--- src/rtl/cnt_pkg.sv ---
// Package: shared operation encoding and top-count helper for the counter.
// Assumes: counters no wider than 31 bits.
package cnt_pkg;

    // Next-edge operation, in rising order of priority.
    typedef enum logic [1:0] {
        OP_HOLD  = 2'd0,
        OP_COUNT = 2'd1,
        OP_LOAD  = 2'd2,
        OP_CLEAR = 2'd3
    } cnt_op_e;

    // Largest value a stage reaches before it wraps to zero.
    function automatic int unsigned top_count(input bit decade, input int unsigned width);
        return decade ? 32'd9 : ((32'd1 << width) - 32'd1);
    endfunction

endpackage

--- src/rtl/cnt_ctrl.sv ---
// Module: cnt_ctrl
// Picks the operation the next rising edge will perform.
// Order of priority: clear, preset, count, hold.
// Assumes: all inputs are settled before the edge.
module cnt_ctrl
    import cnt_pkg::*;
(
    input  logic    clear_n,
    input  logic    preset_n,
    input  logic    cnt_en,
    input  logic    chain_en,
    output cnt_op_e op
);

    // Priority decode of the control inputs.
    always_comb begin
        if (!clear_n)
            op = OP_CLEAR;
        else if (!preset_n)
            op = OP_LOAD;
        else if (cnt_en && chain_en)
            op = OP_COUNT;
        else
            op = OP_HOLD;
    end

endmodule

--- src/rtl/cnt_next.sv ---
// Module: cnt_next
// Computes the value the register will take at the next edge.
// When counting, the stage wraps to zero at TOP.
// Above TOP it simply increments, so decade out-of-range values reach 0 through the natural binary wrap.
// Assumes: TOP fits in WIDTH bits.
module cnt_next
    import cnt_pkg::*;
#(
    parameter int unsigned     WIDTH = 4,
    parameter logic [WIDTH-1:0] TOP  = '1
) (
    input  cnt_op_e          op,
    input  logic [WIDTH-1:0] cur,
    input  logic [WIDTH-1:0] preset_val,
    output logic [WIDTH-1:0] nxt
);

    localparam logic [WIDTH-1:0] ONE = WIDTH'(1);

    // Selects the next value for each operation.
    always_comb begin
        unique case (op)
            OP_CLEAR: nxt = '0;
            OP_LOAD:  nxt = preset_val;
            OP_COUNT: nxt = (cur == TOP) ? '0 : (cur + ONE);
            default:  nxt = cur;
        endcase
    end

endmodule

--- src/rtl/cnt_state.sv ---
// Module: cnt_state
// Holds the count.
// ASYNC_CLEAR chooses whether clear_n acts at once (asynchronous) or only at the edge.
// Assumes: clear_n is released clear of the rising edge.
module cnt_state #(
    parameter int unsigned WIDTH       = 4,
    parameter bit          ASYNC_CLEAR = 1'b0
) (
    input  logic             clock,
    input  logic             clear_n,
    input  logic [WIDTH-1:0] nxt,
    output logic [WIDTH-1:0] q
);

    generate
        if (ASYNC_CLEAR) begin : g_async
            // Register with immediate clear.
            always_ff @(posedge clock or negedge clear_n) begin
                if (!clear_n)
                    q <= '0;
                else
                    q <= nxt;
            end
        end else begin : g_sync
            // Register whose clear takes effect only at the rising edge.
            always_ff @(posedge clock) begin
                if (!clear_n)
                    q <= '0;
                else
                    q <= nxt;
            end
        end
    endgenerate

endmodule

--- src/rtl/cnt_carry.sv ---
// Module: cnt_carry
// Terminal-count detector.
// The carry is purely combinational, so the chain enable reaches the carry output without waiting for a clock edge.
// Assumes: TOP fits in WIDTH bits.
module cnt_carry #(
    parameter int unsigned      WIDTH = 4,
    parameter logic [WIDTH-1:0] TOP   = '1
) (
    input  logic [WIDTH-1:0] q,
    input  logic             chain_en,
    output logic             carry_out
);

    logic [WIDTH-1:0] bit_match;

    // Bitwise comparison against the top count.
    generate
        for (genvar i = 0; i < WIDTH; i++) begin : g_match
            assign bit_match[i] = (q[i] == TOP[i]);
        end
    endgenerate

    // Carry is raised at the top count, gated by the chain enable.
    always_comb begin
        carry_out = chain_en && (&bit_match);
    end

endmodule

--- src/rtl/cascadable_counter.sv ---
// Module: cascadable_counter
// Presettable synchronous up-counter with two count enables and a look-ahead carry for chaining.
// DECADE=1 makes it count 0..9. ASYNC_CLEAR=1 makes the clear act at once.
// clear_n is the block's only reset.
// Assumes: WIDTH >= 4 when DECADE is set.
module cascadable_counter #(
    parameter int unsigned WIDTH       = 4,
    parameter bit          DECADE      = 1'b0,
    parameter bit          ASYNC_CLEAR = 1'b0
) (
    input  logic             clock,
    input  logic             clear_n,
    input  logic             preset_n,
    input  logic [WIDTH-1:0] preset_val,
    input  logic             cnt_en,
    input  logic             chain_en,
    output logic [WIDTH-1:0] value,
    output logic             carry_out
);

    import cnt_pkg::*;

    localparam logic [WIDTH-1:0] TOP = WIDTH'(top_count(DECADE, WIDTH));

    cnt_op_e          op;
    logic [WIDTH-1:0] nxt;

    cnt_ctrl u_ctrl (
        .clear_n  (clear_n),
        .preset_n (preset_n),
        .cnt_en   (cnt_en),
        .chain_en (chain_en),
        .op       (op)
    );

    cnt_next #(.WIDTH(WIDTH), .TOP(TOP)) u_next (
        .op         (op),
        .cur        (value),
        .preset_val (preset_val),
        .nxt        (nxt)
    );

    cnt_state #(.WIDTH(WIDTH), .ASYNC_CLEAR(ASYNC_CLEAR)) u_state (
        .clock   (clock),
        .clear_n (clear_n),
        .nxt     (nxt),
        .q       (value)
    );

    cnt_carry #(.WIDTH(WIDTH), .TOP(TOP)) u_carry (
        .q         (value),
        .chain_en  (chain_en),
        .carry_out (carry_out)
    );

endmodule

--- config.mk ---
export PLATFORM = sky130hd
export DESIGN_NAME = cascadable_counter
export DESIGN_NICKNAME = d
export VERILOG_FILES = /design/src/rtl/cnt_pkg.sv /design/src/rtl/cnt_ctrl.sv /design/src/rtl/cnt_next.sv /design/src/rtl/cnt_state.sv /design/src/rtl/cnt_carry.sv /design/src/rtl/cascadable_counter.sv
export SDC_FILE = /design/constraint.sdc
export NUM_CORES = 1
export LEC_CHECK = 0
export BUFFER_PORTS_ARGS = -buffer_cell sky130_fd_sc_hd__buf_2
export CORE_AREA = 2 2 39 41
export CTS_CLUSTER_DIAMETER = 50
export DETAILED_ROUTE_END_ITERATION = 6
export DIE_AREA = 0 0 41 43
export PLACE_DENSITY = 0.47
export SLEW_MARGIN = 20
export SYNTH_ARGS = -nofsm -noshare
export SYNTH_HDL_FRONTEND = slang
export SYNTH_HIERARCHICAL = 1
export SYNTH_SLANG_ARGS = --single-unit
--- constraint.sdc ---
create_clock -name clock -period 1.7 [get_ports clock]
set_clock_uncertainty 0.2 [all_clocks]
set_input_delay 0.085 -clock clock [delete_from_list [all_inputs] [get_ports clock]]
set_output_delay 0.085 -clock clock [all_outputs]
set_load 0.1 [all_outputs]
-- After elaboration in Yosys (flattened, before gate mapping)
Index checks and enable logic that the tools add are counted.
W data, S select, Z words.
- flip-flop bits (word level): 4
- bits of input ports: 9
- output and inout port bits: 5
- equality and inequality tests: 4
- reductions and logical operators: 4
- multiplexer cells: 5
- $add $sub $neg: 1
- operator list (cell ; count):
    $pmux W4 S3 ; 1
    $add A4 B1 Y4 const B ; 1
    $eq A2 B2 Y1 const B ; 2
    $eq A4 B4 Y1 const B ; 1
    $mux W2 ; 2
    $mux W4 ; 1
    $reduce_and A4 Y1 ; 1
    $reduce_bool A3 Y1 ; 1
    $eq A2 B1 Y1 const B ; 1
    $logic_and A1 B1 Y1 ; 2
    $mux W1 ; 1

-- Depth between registers and ports, before layout
Gate-level depths: netlist of run 1.
- depth after elaboration: 6
- gate-level depth with buffers: 7
- gate-level depth less buffers: 6

-- Cells and area by module
The synthesis of run 1 kept the hierarchy.
- modules (own cells, without submodules) (module ; sequential area each (um2) ; cells an instance ; area an instance (um2) ; instances):
    cnt_next ; 0.0 ; 23 ; 161.4 ; 1
    cnt_state ; 80.1 ; 8 ; 105.1 ; 1
    cnt_carry ; 0.0 ; 3 ; 12.5 ; 1
    cnt_ctrl ; 0.0 ; 3 ; 12.5 ; 1

-- Worst setup path after synthesis of run 1
OpenSTA, ideal clock, no wires.
- kind: register to output
- start: reg u_state.q[0]
- end: out carry_out
- cell stages (with the launch flop): 3
- slack: -1.039 ns
- required time: 1.415 ns
- arrival time: 2.454 ns
- path through: dfxtp_1 > nand3_1 > nor2_1
- longest elaborated chain between the ends: 2
- ends and longest elaborated chain (item ; RTL line ; source):
    from (decl) ; cnt_state.sv:12 ; output logic [WIDTH-1:0] q
    from (signal assigned) ; cnt_state.sv:30 ; q <= nxt;
    $reduce_and A4 Y1 ; cnt_carry.sv:25 ; carry_out = chain_en && (&bit_match);
    $logic_and A1 B1 Y1 ; cnt_carry.sv:25 ;
    to (decl) ; cascadable_counter.sv:18 ; output logic carry_out
No other way between the ends.

-- Final worst setup path of run 1
Same ends and word-level chain as after synthesis.

==> results.md, run 1 <==
- R2R setup slack: 390 ps
- Inst Count DP: 66
- Starting Density: 21.07%
- Multiplexer area fraction after synthesis: 13.73%
- Hold crit path type: in2reg
- DRC: 0
- WP data required: 1410 ps
- Worst Path Max Fanout: 7
- Startpoint Class: register
- Crit path from: u_state/q[0]
- RePlAce Congestion: 0.6712
- Hold path startpoint: preset_val[3]
- Crit share post-route: 90.85%
- Main combinational cell family by area after synthesis: simple AND/OR/NAND/NOR gates
- Final Slew Violations: 0
- IO buf count: 13
- Slew @ Worst Pin: 482.9 ps
- Seq/Total Area, Yosys: 27.47%
- Routed Wire Length: 676 um
- Compound-cell area share of the yosys netlist: 9.442%
- First-pass GRT wire length: 1.207 mm
- Inserted Diodes: 0
- Core ar.: 1384 sq um
- MaxCap Viol Count: 0
- Router iterations before antenna repair: 4
- Final Non-Filler Cells: 72
- Post-Syn Instances: 37
- Synth cell types: 16
- Critical Path Sink Type: output pin
- Top-Level Pins: 14
- Die H: 43 um
- Synth Register Bits: 4
- Critical path type: reg2out
- Power Dens Cells: 744.0 nW/um^2
- Share of layout cells above drive strength 1: 41.07%
- Setup bufs post-CTS: 0
- Syn_area_per_cell: 7.879 sq um
- Pleak: 0.2062 nW
- Final Hold Viols: 0
- Clock transition at path regs: 40 ps
- Syn_nets: 47
- Net count reported at finish: 68
- Synth warn: 6
- Die Wd: 41 um
- DIE AREA: 1763 sq um
- Critical R2R Launch: u_state/q[0]
- Post-Syn Area: 291.5 sq um
- Worst R2R End: u_state/q[0]
- Reg2Reg Depth: 5
- Gr usage total: 10.61%
- Min Tclk post-route: 1544 ps
- Synthesized-area fraction occupied by adder cells: 4.292%
- CTS H-tree lvls: 1
- Clk root buf: clkbuf_4
- Worst Setup EP: carry_out
- Result of the run: finished clean
- Critical Path AT: 1260 ps
- RSZ-0062 raised after global routing: false
- Hold_buf cts: 3
- Largest net degree at the start of global routing: 8
- Drt via density: 4.333
- Largest regs: u_state/q (4)
- Clk Latency, worst-skew pair: 240 ps
- Synth Area in Simple Gates: 42.49%
- Setup TNS: 0 ps
- Drt initial violations: 4
- HPWL Detailed: 533.7 um
- Grt ovf: 0
- Max reg flops: 4
- Wire length per cell: 9.389 um
- Initial antenna violation count: 0
- Via count: 312
- Synth Area in XOR/XNOR: 0%
- Cts bufs inserted: 3
- Slew HR: 68.02%
- CTS sink count: 4
- Worst VDD drop: 0.0002205 V
- CTS tree: built
- Biggest register: u_state/q
- Row Count: 14
- Total of cells resized after clock tree synthesis: 0
- Max Root-Sink Buffers: 2
- Vias in the first global route: 311
- Final ANT Viol Nets: 0
- Max Clk Rate: 647.5 MHz
- Syn-to-layout area delta: 51.50%
- Count of final setup violators: 0
-- layout by cell type, fill, tap and decap left out --
cell / count
mux2i_1: 4
nor2_4: 1
o221ai_1: 1
o22ai_1: 1
dfxtp_2: 4
o21ai_0: 1
buf_4: 1
nand3_1: 4
clkbuf_4: 3
ha_1: 1
nand4_1: 1
dlygate4sd3_1: 3
nor2_1: 2
and2_1: 4
a22oi_1: 1
buf_2: 13
nand2_1: 7
nor2b_4: 1
nor2b_1: 2
or3b_1: 1
-- final cells by class --
cell class	count	area, sq um
Fill cell	156	942.2
Tap cell	16	20.02
Clock buffer	3	22.52
Sequential cell	4	85.08
Timing Repair Buffer	17	102.6
Multi-Input combinational cell	32	211.5
-- logic make-up (layout without fill, tap and decap cells) --
group / after synthesis / count (layout)
muxes: 4 / 4
adders and majority gates: 1 / 1
AOI/OAI and AO/OA: 4 / 4
and+or+nand+nor: 23 / 23
DFF: 4 / 4
buffers and inverters: 1 / 20
-- Yosys cell counts (all sizes together) --
master | n | area share [%]
a22oi | 1 | 2.6
nor2b | 3 | 9.0
or3b | 1 | 3.0
nor2 | 3 | 3.9
buf | 1 | 2.6
ha | 1 | 4.3
dfxtp | 4 | 27
o22ai | 1 | 2.1
o221ai | 1 | 3.0
nand3 | 4 | 6.9
nand2 | 7 | 9.0
nand4 | 1 | 2.1
o21ai | 1 | 1.7
mux2i | 4 | 14
and2 | 4 | 8.6
-- worst max-delay path, stage by stage, from the launching register on --
cell and delay (ps):
dfxtp_2 370, nand3_1 140, nor2_4 90, buf_2 420
-- metal layers --
layer  vias up  GRT usage, %  wire length (um)
met1       134         12.10               317
met4         0         10.00                12
li1        168             -                 -
met3         2         3.141                38
met5         -             0                 0
met2         8         14.69               307
-- worst min-delay path by stage --
stage                        end  slack (ps)  depth (start not counted)
floorplan           u_state/q[0]           7                          1
global placement    u_state/q[3]         180                          2
detailed placement  u_state/q[1]         180                          2
CTS                 u_state/q[3]           4                          4
global route        u_state/q[3]          60                          4
finish              u_state/q[3]           9                          4
-- power breakdown --
group	internal (mW)	total, mW	switching, mW	leakage [nW]
sequential	0.101	0.109	0.00785	0.0344
clock	0.0793	0.122	0.0431	0.0138
combinational	0.0345	0.0974	0.0628	0.158
total	0.215	0.329	0.114	0.206
-- metrics by stage --
step / setup slack (ps) / cell area, sq um / total power [mW] / hold WS, ps / util (%)
after floorplan: 0.01310 / 304.0 / 0.1815 / 6.636 / -
after global placement: 295.2 / 389.1 / 0.2036 / 184.1 / 28.12
after detailed placement: 283.9 / 389.1 / 0.2031 / 180.8 / 28.12
after CTS: 135.6 / 441.7 / 0.3367 / 4.384 / 31.92
after global routing: 106.4 / 441.7 / 0.3496 / 57.41 / 31.92
final: 155.5 / 441.7 / 0.3286 / 9.421 / 31.92
No activity file was read; power rests on OpenSTA's default activity.
==> run 2, diff against run 1 <==
--- a/config.mk
+++ b/config.mk
@@ -10,7 +10,9 @@
 export CTS_CLUSTER_DIAMETER = 50
 export DETAILED_ROUTE_END_ITERATION = 6
 export DIE_AREA = 0 0 41 43
+export HOLD_SLACK_MARGIN = 0.12
 export PLACE_DENSITY = 0.47
+export REMOVE_ABC_BUFFERS = 1
 export SLEW_MARGIN = 20
 export SYNTH_ARGS = -nofsm -noshare
 export SYNTH_HDL_FRONTEND = slang
==> results.md, run 2 (synthesized netlist as in run 1, its figures left out) <==
- Result of the run: finished clean (unchanged)
- Critical R2R Launch: u_state/q[0] (unchanged)
- Die Wd: 41 um (unchanged)
- DIE AREA: 1763 sq um (unchanged)
- CTS tree: built (unchanged)
- Reg2Reg Depth: 5 (unchanged)
- IO buf count: 13 (unchanged)
- Critical Path Sink Type: output pin (unchanged)
- Drt initial violations: 9 (was 4)
- Share of layout cells above drive strength 1: 29.82% (was 41.07%)
- Row Count: 14 (unchanged)
- Inst Count DP: 65 (was 66)
- Cts bufs inserted: 3 (unchanged)
- Grt ovf: 0 (unchanged)
- Final Hold Viols: 0 (unchanged)
- Min Tclk post-route: 1565 ps (was 1544 ps)
- CTS sink count: 4 (unchanged)
- Via count: 334 (was 312)
- Max Clk Rate: 638.9 MHz (was 647.5 MHz)
- Final Non-Filler Cells: 73 (was 72)
- Routed Wire Length: 701 um (was 676 um)
- Most frequent cells in the layout: 13 x buf_2, 7 x nand2_1, 5 x dlygate4sd3_1 (was 13 x buf_2, 7 x nand2_1)
- Initial antenna violation count: 0 (unchanged)
- R2R setup slack: 310 ps (was 390 ps)
- Drt via density: 4.575 (was 4.333)
- Largest regs: u_state/q (4) (unchanged)
- HPWL Detailed: 520.4 um (was 533.7 um)
- Final cell utilization of the core: 31.92% (unchanged)
- CTS H-tree lvls: 1 (unchanged)
- Vias in the first global route: 280 (was 311)
- Clk Latency, worst-skew pair: 240 ps (about the same)
- Clk root buf: clkbuf_4 (unchanged)
- MaxCap Viol Count: 0 (unchanged)
- RSZ-0062 raised after global routing: false (unchanged)
- Worst Setup EP: carry_out (unchanged)
- Top-Level Pins: 14 (unchanged)
- Slew HR: 67.81% (was 68.02%)
- Hold path startpoint: clear_n (was preset_val[3])
- Hold crit path type: in2reg (unchanged)
- Biggest register: u_state/q (unchanged)
- Net count reported at finish: 69 (was 68)
- Crit path from: u_state/q[0] (unchanged)
- Gr usage total: 10.40% (was 10.61%)
- Worst VDD drop: 0.0002297 V (was 0.0002205 V)
- Critical Path AT: 1280 ps (was 1260 ps)
- Count of final setup violators: 0 (unchanged)
- Inserted Diodes: 0 (unchanged)
- Largest net degree at the start of global routing: 8 (unchanged)
- Router iterations before antenna repair: 4 (unchanged)
- Crit share post-route: 92.07% (was 90.85%)
- Total of cells resized after clock tree synthesis: 0 (unchanged)
- Final ANT Viol Nets: 0 (unchanged)
- Die H: 43 um (unchanged)
- WP data required: 1410 ps (about the same)
- Critical path type: reg2out (unchanged)
- Slew @ Worst Pin: 486.2 ps (was 482.9 ps)
- Power Dens Cells: 740.2 nW/um^2 (was 744.0 nW/um^2)
- Final Slew Violations: 0 (unchanged)
- Most frequent standard cell in the layout excluding fill and tap cells: buf_2 (unchanged)
- Clock transition at path regs: 40 ps (about the same)
- RePlAce Congestion: 0.6539 (was 0.6712)
- First-pass GRT wire length: 1.131 mm (was 1.207 mm)
- Worst Path Max Fanout: 7 (unchanged)
- Max Root-Sink Buffers: 2 (unchanged)
- DRC: 0 (unchanged)
- Syn-to-layout area delta: 51.50% (unchanged)
- Max reg flops: 4 (unchanged)
- Wire length per cell: 9.603 um (was 9.389 um)
- Startpoint Class: register (unchanged)
- Pleak: 0.2081 nW (was 0.2062 nW)
- Starting Density: 21.07% (unchanged)
- Core ar.: 1384 sq um (unchanged)
- Worst R2R End: u_state/q[0] (unchanged)
-- run 2: cell types whose count changed in the layout (fill, tap and decap cells not counted), sizes merged --
cell         change
buf              -1
dlygate4sd3      +2
-- run 2: worst min-delay path by stage --
stage          slack (ps)           end  depth (start not counted)
2_1_floorplan           7  u_state/q[0]                          1
3_3_place_gp          180  u_state/q[1]                          2
3_5_place_dp          180  u_state/q[3]                          2
4_1_cts               200  u_state/q[2]                          4
5_1_grt               270  u_state/q[2]                          4
6_report              190  u_state/q[2]                          4
-- run 2: final cells by class --
type	count	area, sq um
fillers	153	942.2
multi-input cells	32	203.9
repair buffers	18	115.1
flip-flops and latches	4	80.08
clock buffers	3	22.52
well taps	16	20.02
-- run 2: layer usage --
metal	GRT usage [%]	vias to the layer above	routed length (um)
met4	6.000	0	12
met3	9.424	2	72
li1	-	170	-
met5	0	-	0
met1	11.43	146	320
met2	12.81	16	296
-- run 2: what timing repair did --
action                    4_1_cts  5_1_grt
hold buffers                    5        0
setup buffers                   0        0
hold endpoints to repair        4        0
-- run 2: worst max-delay path, cell delays in order (launching register included) --
cell and delay (ps):
dfxtp_1 430, nand3_1 100, nor2_1 90, buf_2 430
-- run 2: per-stage QoR --
| stage | area (sq um) | total power [mW] | setup TNS [ps] | worst slack, ps | hold WS, ps |
|---|---|---|---|---|---|
| finish | 441.7 | 0.3269 | 0 | 134.8 | 189.4 |
| global route | 441.7 | 0.3506 | 0 | 76.43 | 270.5 |
| CTS | 441.7 | 0.3352 | 0 | 114.0 | 197.6 |
| detailed placement | 369.1 | 0.2000 | 0 | 252.8 | 184.5 |
| global placement | 369.1 | 0.1997 | 0 | 257.7 | 183.8 |
| floorplan | 284.0 | 0.1777 | -2488 | -1039 | 6.706 |
-- run 2: where the power goes --
| group | switching, mW | internal (mW) |
|---|---|---|
| combinational | 0.0629 | 0.0355 |
| sequential | 0.00829 | 0.0998 |
| clock | 0.0413 | 0.0791 |
==> run 3, diff against run 2 <==
--- a/config.mk
+++ b/config.mk
@@ -5,12 +5,14 @@
 export SDC_FILE = /design/constraint.sdc
 export NUM_CORES = 1
 export LEC_CHECK = 0
+export ABC_AREA = 1
 export BUFFER_PORTS_ARGS = -buffer_cell sky130_fd_sc_hd__buf_2
 export CORE_AREA = 2 2 39 41
 export CTS_CLUSTER_DIAMETER = 50
 export DETAILED_ROUTE_END_ITERATION = 6
 export DIE_AREA = 0 0 41 43
 export HOLD_SLACK_MARGIN = 0.12
+export MAX_ROUTING_LAYER = met4
 export PLACE_DENSITY = 0.47
 export REMOVE_ABC_BUFFERS = 1
 export SLEW_MARGIN = 20
==> results.md, run 3 <==
- Critical Path, Cell by Cell: nand3_1 > nor2_1 > buf_2 (unchanged)
- Worst Hold End: u_state/q[0] (was u_state/q[2])
- Slowest stage delay, CP: 420 ps (was 430 ps)
- Synth Register Bits: 4 (unchanged)
- Synth warn: 6 (unchanged)
- Slew HR: 67.87% (was 67.81%)
- Post-Syn Area: 287.8 sq um (was 291.5 sq um)
- Grt ovf: 0 (unchanged)
- Router iterations before antenna repair: 4 (unchanged)
- Biggest register: u_state/q (unchanged)
- Setup TNS: 0 ps (unchanged)
- Synth cell types: 9 (was 16)
- Critical path type: reg2out (unchanged)
- Cts bufs inserted: 3 (unchanged)
- Max Clk Rate: 643.2 MHz (was 638.9 MHz)
- Most frequent cells in the layout: 19 x nand2_1, 13 x buf_2, 12 x nand3_1, 8 x inv_1 (was 13 x buf_2, 7 x nand2_1, 5 x dlygate4sd3_1)
- Setup WS pre-CTS: 386.9 ps (was 252.8 ps)
- Total of cells resized after clock tree synthesis: 0 (unchanged)
- Row Count: 14 (unchanged)
- Clk Latency, worst-skew pair: 240 ps (about the same)
- Slew @ Worst Pin: 485.3 ps (was 486.2 ps)
- MaxCap Viol Count: 0 (unchanged)
- Count of final setup violators: 0 (unchanged)
- Min Tclk post-route: 1555 ps (was 1565 ps)
- Hold crit path type: in2reg (unchanged)
- IO buf count: 13 (unchanged)
- Hold Crit Depth: 6 (was 4)
- DRC: 0 (unchanged)
- Initial antenna violation count: 0 (unchanged)
- CTS H-tree lvls: 1 (unchanged)
- Critical Path Sink Type: output pin (unchanged)
- Inst Count DP: 81 (was 65)
- Wire length per cell: 8.820 um (was 9.603 um)
- Yosys top cell area share: 27.83% (was 27.47%)
- Core ar.: 1384 sq um (unchanged)
- Starting Density: 20.80% (was 21.07%)
- Gr usage total: 11.91% (was 10.40%)
- Final Hold Viols: 0 (unchanged)
- Crit share post-route: 91.45% (was 92.07%)
- Clock transition at path regs: 40 ps (about the same)
- Most frequent standard cell in the layout excluding fill and tap cells: nand2_1 (was buf_2)
- Worst R2R End: u_state/q[2] (was u_state/q[0])
- Pleak: 0.2669 nW (was 0.2081 nW)
- RSZ-0062 raised after global routing: false (unchanged)
- Max Root-Sink Buffers: 2 (unchanged)
- CP max stage cell: dfxtp_1 (unchanged)
- Synth top cells by count: 19 x nand2_1, 12 x nand3_1, 8 x inv_1 (was 7 x nand2_1, 4 x and2_1, 4 x dfxtp_1, 4 x mux2i_1, 4 x nand3_1)
- Syn-to-layout area delta: 54.78% (was 51.50%)
- CTS sink count: 4 (unchanged)
- Top-count cell post-synth: nand2_1 (unchanged)
- Share of layout cells above drive strength 1: 24.66% (was 29.82%)
- Top FF cell, synth: dfxtp_1 (unchanged)
- Vias in the first global route: 310 (was 280)
- HPWL Detailed: 595 um (was 520.4 um)
- Max reg flops: 4 (unchanged)
- Hold_buf cts: 5 (unchanged)
- Placement-stage cell area: 372.9 sq um (was 369.1 sq um)
- Seq/Total Area, Yosys: 27.83% (was 27.47%)
- DIE AREA: 1763 sq um (unchanged)
- Setup bufs post-CTS: 0 (unchanged)
- Clk root buf: clkbuf_4 (unchanged)
- Power Dens Cells: 716.5 nW/um^2 (was 740.2 nW/um^2)
- Via count: 380 (was 334)
- Critical Path AT: 1270 ps (was 1280 ps)
- Worst Path Max Fanout: 6 (was 7)
- Final setup margin: 145.3 ps (was 134.8 ps)
- Die Wd: 41 um (unchanged)
- Top-Level Pins: 14 (unchanged)
- Async set-or-reset flop fraction in the synthesized netlist: 0% (unchanged)
- Largest regs: u_state/q (4) (unchanged)
- Routed Wire Length: 785 um (was 701 um)
- Syn_area_per_cell: 5.534 sq um (was 7.879 sq um)
- Hold path startpoint: preset_n (was clear_n)
- Net count reported at finish: 85 (was 69)
- Drt via density: 4.270 (was 4.575)
- Delay-heaviest family, CP: flip-flops (unchanged)
- Synth top area cells: dfxtp_1 28%, nand2_1 25%, nand3_1 21%, inv_1 10%, nor2_1 6.5% (was dfxtp_1 27%, mux2i_1 14%, nand2_1 9.0%, and2_1 8.6%, nand3_1 6.9%)
- Final ANT Viol Nets: 0 (unchanged)
- CTS tree: built (unchanged)
- Final Slew Violations: 0 (unchanged)
- WP data required: 1410 ps (about the same)
- Post-Syn Instances: 52 (was 37)
- Inserted Diodes: 0 (unchanged)
- EDFF count, synth: 0 (unchanged)
- Worst VDD drop: 0.0001822 V (was 0.0002297 V)
- RePlAce Congestion: 0.7652 (was 0.6539)
- Largest net degree at the start of global routing: 7 (was 8)
- Critical R2R Launch: u_state/q[0] (unchanged)
- First-pass GRT wire length: 1.276 mm (was 1.131 mm)
- Reg2Reg Depth: 8 (was 5)
- CP Buf/Inv Count: 1 (unchanged)
- Area leader, netlist: dfxtp_1 (unchanged)
- Drt initial violations: 24 (was 9)
- Design area: 445.4 sq um (was 441.7 sq um)
- Final Non-Filler Cells: 89 (was 73)
- R2R setup slack: 350 ps (was 310 ps)
- Result of the run: finished clean (unchanged)
- Startpoint Class: register (unchanged)
- Die H: 43 um (unchanged)
==> run 3: kinds of logic (layout without fill, tap and decap cells) <==
kind of cell               count (synthesis)  after routing  synth area share [%]
and+or+nand+nor                           37             37                 54.35
buffers and inverters                      9             30                 11.74
DFF                                        4              4                 27.83
adders and majority gates                  1              1                 4.347
AOI/OAI and AO/OA                          1              1                 1.737
==> run 3: metrics by stage <==
stage                     utilization (%)  hold WS (ps)  total power, mW
after floorplan                         -        -21.55           0.1656
after global placement              26.94         153.1           0.1882
after detailed placement            26.94         160.0           0.1875
after CTS                           32.19         211.0           0.3248
after global routing                32.19         292.3           0.3406
final                               32.19         222.1           0.3191
==> run 3: worst reg2reg max path, cell delays in order, from the launching register on <==
cell	delay [ps]
dfxtp_1	420
ha_1	210
nand2_1	60
inv_1	70
nor2_1	50
o21ai_1	90
nand2_1	70
nand2_1	50
inv_1	30
==> run 3: routing by layer <==
| layer | vias up | track usage (%) | routed length [um] |
|---|---|---|---|
| li1 | 204 | - | - |
| met1 | 158 | 15.02 | 367 |
| met2 | 14 | 12.19 | 343 |
| met3 | 4 | 3.141 | 32 |
| met4 | 0 | 16.00 | 40 |
| met5 | - | - | 0 |
==> run 3: layout make-up <==
class                   instances  area, sq um
multi-input cells              39        173.9
clock buffers                   3        22.52
repair buffers                 18        115.1
inverters                       9        33.78
flip-flops and latches          4        80.08
well taps                      16        20.02
fillers                       163        938.4
==> run 3: how the worst max path moves through the flow <==
stage                  from         to  slack [ps]  cells after the start
2_1_floorplan  u_state/q[2]  carry_out       -1020                      2
3_3_place_gp   u_state/q[2]  carry_out         400                      3
3_5_place_dp   u_state/q[2]  carry_out         390                      3
4_1_cts        u_state/q[2]  carry_out         130                      3
5_1_grt        u_state/q[0]  carry_out          80                      3
6_report       u_state/q[2]  carry_out         150                      3
==> run 3: power by group <==
part           total [mW]  switching (mW)  internal, mW
Sequential          0.106         0.00714        0.0993
Clock               0.124          0.0448        0.0794
Combinational      0.0886          0.0608        0.0278
